==> config.mk <==
export PLATFORM = sky130hd
export DESIGN_NAME = ledrv_fault_readback
export DESIGN_NICKNAME = d
export VERILOG_FILES = /design/src/rtl/ledrv_pkg.sv /design/src/rtl/ledrv_oe_seq.sv /design/src/rtl/ledrv_fault_merge.sv /design/src/rtl/ledrv_shift_core.sv /design/src/rtl/ledrv_fault_readback.sv
export SDC_FILE = /design/constraint.sdc
export NUM_CORES = 1
export LEC_CHECK = 0
export ABC_AREA = 1
export BUFFER_PORTS_ARGS = -buffer_cell sky130_fd_sc_hd__buf_2
export CAP_MARGIN = 40
export CORE_MARGIN = 5
export CORE_UTILIZATION = 45
export DETAILED_ROUTE_END_ITERATION = 6
export PLACE_DENSITY = 0.76
export RECOVER_POWER = 100
export SLEW_MARGIN = 30
export SYNTH_ARGS = -nofsm -noshare
export SYNTH_HDL_FRONTEND = slang
export SYNTH_SLANG_ARGS = --single-unit
==> constraint.sdc <==
create_clock -name clk -period 1.3 [get_ports clk]
set_clock_uncertainty 0.2 [all_clocks]
set_input_delay 0.26 -clock clk [delete_from_list [all_inputs] [get_ports clk]]
set_output_delay 0.26 -clock clk [all_outputs]
set_load 0.005 [all_outputs]
==> src/rtl/ledrv_pkg.sv <==
package ledrv_pkg;
  // Load source of the shift register for the current edge
  typedef enum logic [1:0] {
    SRC_SERIAL = 2'd0,
    SRC_HOLD   = 2'd1,
    SRC_FAULT  = 2'd2
  } src_sel_e;
endpackage

==> src/rtl/ledrv_oe_seq.sv <==
module ledrv_oe_seq
  import ledrv_pkg::*;
#(
  parameter int CAPTURE_AT = 3
) (
  input  logic     clk,
  input  logic     rst_n,
  input  logic     special_i,
  input  logic     oe_n_i,
  output src_sel_e src_sel_o
);
  localparam int CW = $clog2(CAPTURE_AT + 1);
  localparam logic [CW-1:0] SAT = CW'(CAPTURE_AT - 1);

  logic [CW-1:0] cnt_q, cnt_d;
  logic          seq_active;

  assign seq_active = special_i & ~oe_n_i;

  always_comb begin
    if (!seq_active)       cnt_d = '0;
    else if (cnt_q != SAT) cnt_d = cnt_q + 1'b1;
    else                   cnt_d = cnt_q;
  end

  always_comb begin
    if (!seq_active)        src_sel_o = SRC_SERIAL;
    else if (cnt_q == SAT)  src_sel_o = SRC_FAULT;
    else                    src_sel_o = SRC_HOLD;
  end

  always_ff @(posedge clk or negedge rst_n) begin
    if (!rst_n) cnt_q <= '0;
    else        cnt_q <= cnt_d;
  end
endmodule

==> src/rtl/ledrv_fault_merge.sv <==
module ledrv_fault_merge #(
  parameter int NCH = 16
) (
  input  logic [NCH-1:0] latch_i,
  input  logic [NCH-1:0] flt_open_i,
  input  logic [NCH-1:0] flt_short_i,
  input  logic [NCH-1:0] flt_temp_i,
  output logic [NCH-1:0] fault_vec_o
);
  for (genvar n = 0; n < NCH; n++) begin : g_ch
    // One status bit per channel; 0 = driven channel with any fault
    assign fault_vec_o[n] = latch_i[n]
                          ? ~(flt_open_i[n] | flt_short_i[n] | flt_temp_i[n])
                          : 1'b1;
  end
endmodule

==> src/rtl/ledrv_shift_core.sv <==
module ledrv_shift_core
  import ledrv_pkg::*;
#(
  parameter int NCH = 16
) (
  input  logic           clk,
  input  logic           rst_n,
  input  logic           sdi_i,
  input  logic           le_i,
  input  src_sel_e       src_sel_i,
  input  logic [NCH-1:0] fault_vec_i,
  output logic [NCH-1:0] sr_q,
  output logic [NCH-1:0] latch_q
);
  logic [NCH-1:0] sr_d;
  logic           latch_en;

  always_comb begin
    unique case (src_sel_i)
      SRC_SERIAL: sr_d = le_i ? sr_q : {sr_q[NCH-2:0], sdi_i};
      SRC_HOLD:   sr_d = sr_q;
      SRC_FAULT:  sr_d = fault_vec_i;
      default:    sr_d = sr_q;
    endcase
  end

  assign latch_en = le_i;

  always_ff @(posedge clk or negedge rst_n) begin
    if (!rst_n) sr_q <= '0;
    else        sr_q <= sr_d;
  end

  always_ff @(posedge clk or negedge rst_n) begin
    if (!rst_n)        latch_q <= '0;
    else if (latch_en) latch_q <= sr_q;
  end
endmodule

==> src/rtl/ledrv_fault_readback.sv <==
module ledrv_fault_readback
  import ledrv_pkg::*;
#(
  parameter int NCH        = 16,
  parameter int CAPTURE_AT = 3
) (
  input  logic           clk,
  input  logic           rst_n,
  input  logic           sdi_i,
  input  logic           le_i,
  input  logic           oe_n_i,
  input  logic           special_i,
  input  logic [NCH-1:0] flt_open_i,
  input  logic [NCH-1:0] flt_short_i,
  input  logic [NCH-1:0] flt_temp_i,
  output logic           sdo_o,
  output logic [NCH-1:0] out_on_o
);
  logic           rst_meta_n, rst_sync_n;
  src_sel_e       src_sel;
  logic [NCH-1:0] sr_q, latch_q, fault_vec;

  // Asynchronous assert, synchronous release
  always_ff @(posedge clk or negedge rst_n) begin
    if (!rst_n) begin
      rst_meta_n <= 1'b0;
      rst_sync_n <= 1'b0;
    end else begin
      rst_meta_n <= 1'b1;
      rst_sync_n <= rst_meta_n;
    end
  end

  ledrv_oe_seq #(.CAPTURE_AT(CAPTURE_AT)) seq_i (
    .clk       (clk),
    .rst_n     (rst_sync_n),
    .special_i (special_i),
    .oe_n_i    (oe_n_i),
    .src_sel_o (src_sel)
  );

  ledrv_fault_merge #(.NCH(NCH)) merge_i (
    .latch_i     (latch_q),
    .flt_open_i  (flt_open_i),
    .flt_short_i (flt_short_i),
    .flt_temp_i  (flt_temp_i),
    .fault_vec_o (fault_vec)
  );

  ledrv_shift_core #(.NCH(NCH)) core_i (
    .clk         (clk),
    .rst_n       (rst_sync_n),
    .sdi_i       (sdi_i),
    .le_i        (le_i),
    .src_sel_i   (src_sel),
    .fault_vec_i (fault_vec),
    .sr_q        (sr_q),
    .latch_q     (latch_q)
  );

  assign sdo_o    = sr_q[NCH-1];
  assign out_on_o = latch_q & {NCH{~oe_n_i}};
endmodule

# [Yosys cells after proc, flatten, opt, wreduce, memory -nomap -nowiden]
# Cells that the tools add are included.
# Widths: inputs -> output; s select.
[op_classes] n_addsub=1 eq_ne=5 muxes=22 n_bitwise=51 reduce_logical=3
[ops] operator="$or 1x1->1" n=32
[ops] operator="$pmux 16 s2" n=1
[ops] operator="$not 1->1" n=17
[ops] operator="$and 16x16->16" n=1
[ops] operator="$mux 1" n=16
[ops] operator="$mux 16" n=1
[ops] operator="$mux 2" n=4
[ops] operator="$ne 2x2->1 const B" n=3
[ops] operator="$eq 2x2->1 const B" n=2
[ops] operator="$add 2x1->2 const B" n=1
[ops] operator="$logic_not 2->1" n=1
[ops] operator="$reduce_and 2->1" n=1
[ops] operator="$reduce_bool 2->1" n=1
[ops] operator="$and 1x1->1" n=1
[word_totals] regBits=36 inputBits=54 output_inout_bits=17 wordCells=87

# [Longest topological paths before layout]
[logic_depth] ltp_word=6 ltp_mapped=9 depth_no_buf=7

# [Modules after synthesis]
# A second synthesis with hierarchy kept.
[unflattened] cells_unflattened=311 area_unflattened_um2=2114.5
[modules_own_cells] mod="ledrv_shift_core" n_inst=1 cells_per_inst=192 area_each_um2=1537.7 seq_area_each_um2=800.8
[modules_own_cells] mod="ledrv_fault_merge" n_inst=1 cells_per_inst=64 area_each_um2=240.2 seq_area_each_um2=0.0
[modules_own_cells] mod="ledrv_fault_readback" n_inst=1 cells_per_inst=37 area_each_um2=207.7 seq_area_each_um2=50.0
[modules_own_cells] mod="ledrv_oe_seq" n_inst=1 cells_per_inst=18 area_each_um2=128.9 seq_area_each_um2=50.0

# [Worst setup path after synthesis]
# OpenSTA, ideal clock, no wires.
[synth_timing] path_type="reg-to-reg" startpoint="reg seq_i.cnt_q[0]" endpoint="reg core_i.sr_q[10]" setup_time_ns=0.116 arrival_ns=1.182 t_required_ns=0.984 slack_ns=-0.198 stages_incl_launch_ff=9 n_path_buf=1 synth_period_minus_slack_ns=1.498 cell_sequence="dfrtp_1 > inv_1 > ha_1 > inv_1 > nor2_8 > buf_6 > nand3_1 > nand2_1 > nand2_1"
[synth_via] elab_chain_len=6 word_cells_on_any_way=9 classes_between="3 x eq/ne; 3 x mux; 3 x reduce/logical"
[synth_rtl] element="from (decl)" line_no="ledrv_oe_seq.sv:15" source="logic [CW-1:0] cnt_q, cnt_d;"
[synth_rtl] element="from (signal assigned)" line_no="ledrv_oe_seq.sv:34" source="else cnt_q <= cnt_d;"
[synth_rtl] element="$eq 2x2->1 (*)" line_no="ledrv_oe_seq.sv:28" source="else if (cnt_q == SAT) src_sel_o = SRC_FAULT;"
[synth_rtl] element="$mux 2 (*)" line_no="ledrv_oe_seq.sv:28"
[synth_rtl] element="$mux 2 (*)" line_no="ledrv_oe_seq.sv:27" source="if (!seq_active) src_sel_o = SRC_SERIAL;"
[synth_rtl] element="$eq 2x2->1 / $logic_not 2->1 (equally long branches)" line_no="ledrv_shift_core.sv:19" source="unique case (src_sel_i)"
[synth_rtl] element="$reduce_bool 2->1 (no source line) / $ne 2x2->1 (equally long branches)"
[synth_rtl] element="$reduce_and 2->1 (no source line)"
[synth_rtl] element="to (signal assigned)" line_no="ledrv_shift_core.sv:31" source="else sr_q <= sr_d;"
[synth_rtl] element="to (decl)" line_no="ledrv_shift_core.sv:12" source="output logic [NCH-1:0] sr_q,"
# Mark *: on every way between the ends. The rest lies on a longest branch, timed or not.
# A chain may end at the register's enable or synchronous reset.

# [Worst setup path in the final report]
[layout_timing] startpoint="reg seq_i.cnt_q[0]" endpoint="reg core_i.sr_q[0]"
# Same word-level chain as after synthesis.

==> run metrics <==
outcome finished with violations; violated checks negative setup slack; clock buffer count from CTS 5; Achievable Freq 677.0 MHz; Worst Path Class, Setup reg2reg; area of the mapped netlist 1967 sq um; Clock Latency Late Sink just under 0.3 ns; number of global-route vias before repair 1950; number of synthesis warnings 0; area overhead of the layout relative to synthesis 47.07%; routing usage on met3 0.04965; pin count of the biggest net entering global routing 35; number of antenna diodes 0; aggregate negative setup slack -3.124 ns; worst path cell trace inv_2, ha_4, inv_6, nor2_4, buf_12, nand3_2, nand2_1, nand2_1; met1 Use GR 0.2143; number of violations reported at the end of detailed-routing iteration 0 between 100 and 150; count of TritonRoute iterations in the first routing pass 4; Power per Cell Area 1249 nW/um^2; CP arrival 1.46 ns; met2 Usage GRT 0.3202; clock tree from TritonCTS built; via count 2128; worst vdd ir 0.6377 mV; Post-layout nets 432; post-synth net total approximately 330; final hold viol count 0; final setup violation count 33; Avg Synthesized Cell Area 7.258 sq um; top-area cell type share of the netlist area 0.4580; Hold Crit Class in2async; Static Leakage roughly 1.6 nW; leading area contributor after synthesis sky130_fd_sc_hd__dfrtp_1; antenna violations before repair 0; Seq cells post-synth 36; Die Wd 76.11 um; HPWL after DPL 3.287 mm; cell with the most instances after synthesis sky130_fd_sc_hd__nand2_1; number of buffer cells added on primary ports 70; cell count after placement 390; Max stage delay cell, worst path sky130_fd_sc_hd__dfrtp_1; final standard cell utilization of the core 0.6737; kind of cell adding the most delay to the critical path flip-flops; sort of element at the end of the critical path flop; remaining antenna violation count 0; Total Wirelength about 5.6 mm; portion of the post-synthesis area used by sequential elements 0.4580; initial core utilization 0.4580; final weighted congestion of routability-driven global placement 0.7374; Commonest cells post-synth sky130_fd_sc_hd__nand2_1 (80), sky130_fd_sc_hd__nand3_1 (49), sky130_fd_sc_hd__dfrtp_1 (36); P_int ~0.0025 W; fraction of layout cells with a size suffix above 1 0.4074; final cycle utilization of the critical path 1.136; Longest Clk Path Bufs 2; CTS H-tree depth 2; RSZ-0062 raised after global routing yes; Psw 0.001116 W; pin slew with the least headroom to its limit 0.7845 ns; total non-filler cell area in the finished layout 2893 sq um; combinational share of power 0.291; min setup slack post-route -0.1771 ns; routed length per placed instance about 13 um; GRT Max-Usage Layer met2; Clock Sinks 36; headroom to the max-slew limit 0.4770; CP startpoint kind flop; Worst path max stage delay about 0.38 ns; number of synthesized flops with an enable pin 0; post-route insts no fill 430; I/O pin count 71; Post-Syn Instances around 270; synth top area cells sky130_fd_sc_hd__dfrtp_1 (46%), sky130_fd_sc_hd__nand2_1 (15%), sky130_fd_sc_hd__nand3_1 (12%); height of the chip 76.11 um; Slew Viols, Final 0; Max Cap Violations 0; dpl cell area 2402 sq um; final hold slack 0.07650 ns; main flop type after synthesis sky130_fd_sc_hd__dfrtp_1; total grt overflow 0; crit-path max FO 7; clk slew on worst S/H paths roughly 0.07 ns; die footprint 5793 sq um; shortest clock period the worst path allows after layout around 1.5 ns; root buffer cell sky130_fd_sc_hd__clkbuf_8; DR vias/cell 4.949; Residual DRC 0; Clock Power Share 0.273; register share of total power 0.436; global-route wire length before repair ~8.7 mm; most frequent CP cell sky130_fd_sc_hd__nand2_1; switch share 0.3088; core footprint 4294 sq um; asr flop ratio synth 1.000; required time worst endpoint 1.28 ns; buffers and inverters on the worst path 3; floorplan row count 24; aggregate global-route resource usage 0.1801; Distinct cells, synth 20
## layer usage
| layer | share of wire | up-vias |
|---|---|---|
| li1 | - | 1056 |
| met1 | 0.38 | 988 |
| met2 | 0.53 | 79 |
| met3 | 0.080 | 5 |
| met4 | 0.0082 | 0 |
| met5 | 0 | - |
## kinds of logic (layout without fill, tap and decap cells)
| group | after synthesis | after routing | synth area share |
|---|---|---|---|
| AND/OR/NAND/NOR | 165 | 168 | 0.3677 |
| flip-flops | 36 | 36 | 0.4580 |
| other | 1 | 1 | 0.001907 |
| buffers and inverters | 49 | 153 | 0.1177 |
| adder cells (fa/ha/maj) | 1 | 1 | 0.006360 |
| AO/OA/AOI/OAI | 19 | 19 | 0.04834 |
## cell usage in the layout (no fill, tap or decap)
master | Yosys | routed
sky130_fd_sc_hd__nand2_1 | 80 | 78
sky130_fd_sc_hd__buf_2 | 1 | 70
sky130_fd_sc_hd__dfrtp_1 | 36 | 36
sky130_fd_sc_hd__nand3_1 | 49 | 34
sky130_fd_sc_hd__buf_4 | 3 | 30
sky130_fd_sc_hd__nor2_1 | 32 | 27
sky130_fd_sc_hd__inv_1 | 34 | 25
sky130_fd_sc_hd__o21ai_0 | 17 | 17
sky130_fd_sc_hd__nand3_2 | 0 | 14
sky130_fd_sc_hd__inv_2 | 1 | 8
sky130_fd_sc_hd__nor2_2 | 0 | 5
sky130_fd_sc_hd__clkbuf_8 | 0 | 5
sky130_fd_sc_hd__nand2_8 | 1 | 3
sky130_fd_sc_hd__nand2_2 | 1 | 3
sky130_fd_sc_hd__buf_12 | 0 | 3
sky130_fd_sc_hd__clkbuf_4 | 0 | 3
sky130_fd_sc_hd__inv_4 | 2 | 2
sky130_fd_sc_hd__clkbuf_1 | 4 | 2
sky130_fd_sc_hd__clkinv_1 | 0 | 1
sky130_fd_sc_hd__inv_6 | 0 | 1
sky130_fd_sc_hd__nor2_8 | 1 | 1
sky130_fd_sc_hd__nand3_4 | 0 | 1
sky130_fd_sc_hd__a21oi_1 | 1 | 1
sky130_fd_sc_hd__o21ai_1 | 1 | 1
sky130_fd_sc_hd__ha_4 | 0 | 1
sky130_fd_sc_hd__bufinv_16 | 0 | 1
sky130_fd_sc_hd__clkinv_2 | 0 | 1
sky130_fd_sc_hd__nand2_4 | 1 | 1
sky130_fd_sc_hd__nor2_4 | 0 | 1
sky130_fd_sc_hd__dlygate4sd3_1 | 0 | 1
sky130_fd_sc_hd__conb_1 | 1 | 1
## path summary, 6_finish.rpt
path | from | to | slack [ns] | depth (start not counted)
min | rst_n | rst_sync_n | 0.08 | 2
max reg2reg | seq_i.cnt_q[0] | core_i.sr_q[0] | -0.18 | 8
min reg2reg | rst_meta_n | rst_sync_n | 0.16 | 0
max | seq_i.cnt_q[0] | core_i.sr_q[0] | -0.18 | 8
max in group asynchronous | rst_sync_n | core_i.sr_q[0] | 0.20 | 1
min in group clk | flt_open_i[10] | core_i.sr_q[10] | 0.12 | 6
## through the flow
stage / total power, W / setup slack (ns)
floorplan: 0.001974 / -0.02417
global placement: 0.002235 / -0.08358
CTS: 0.003396 / -0.08514
finish: 0.003613 / -0.1771
detailed placement: 0.002281 / -0.1202
global route: 0.003837 / -0.2001
## final cells by class
class / instances / area, sq um
Fill cell: 369 / 1401
Clock inverter: 2 / 35.03
Timing Repair Buffer: 108 / 671.9
Clock buffer: 6 / 72.57
Sequential cell: 36 / 900.9
Multi-Input combinational cell: 189 / 998.5
Inverter: 37 / 148.9
Tap cell: 52 / 65.06
## flip-flops by register name (all words and copies together), names as in the netlist
register        count
core_i.sr_q        16
rst_sync_n          1
rst_meta_n          1
core_i.latch_q     16
seq_i.cnt_q         2
## repair_timing
| item | CTS | global route |
|---|---|---|
| resized for setup | 5 | 32 |
| buffers inserted | 14 | 14 |
| cloned | 2 | 1 |
| pin swaps | 3 | 6 |
| hold buffers | 1 | 0 |
| endpoints found under the setup margin | 35 | 35 |
| endpoints found under the hold margin | 2 | 0 |
## power by group through the flow
stage                     registers [W]  clock network [W]  logic [W]
final                           0.00158           0.000986    0.00105
after global routing            0.00160            0.00106    0.00117
after CTS                       0.00155           0.000995   0.000848
after detailed placement        0.00158                  0   0.000703
after global placement          0.00156                  0   0.000671
after floorplan                 0.00154                  0   0.000435
Note: power is estimated with default switching activity, not from simulation.
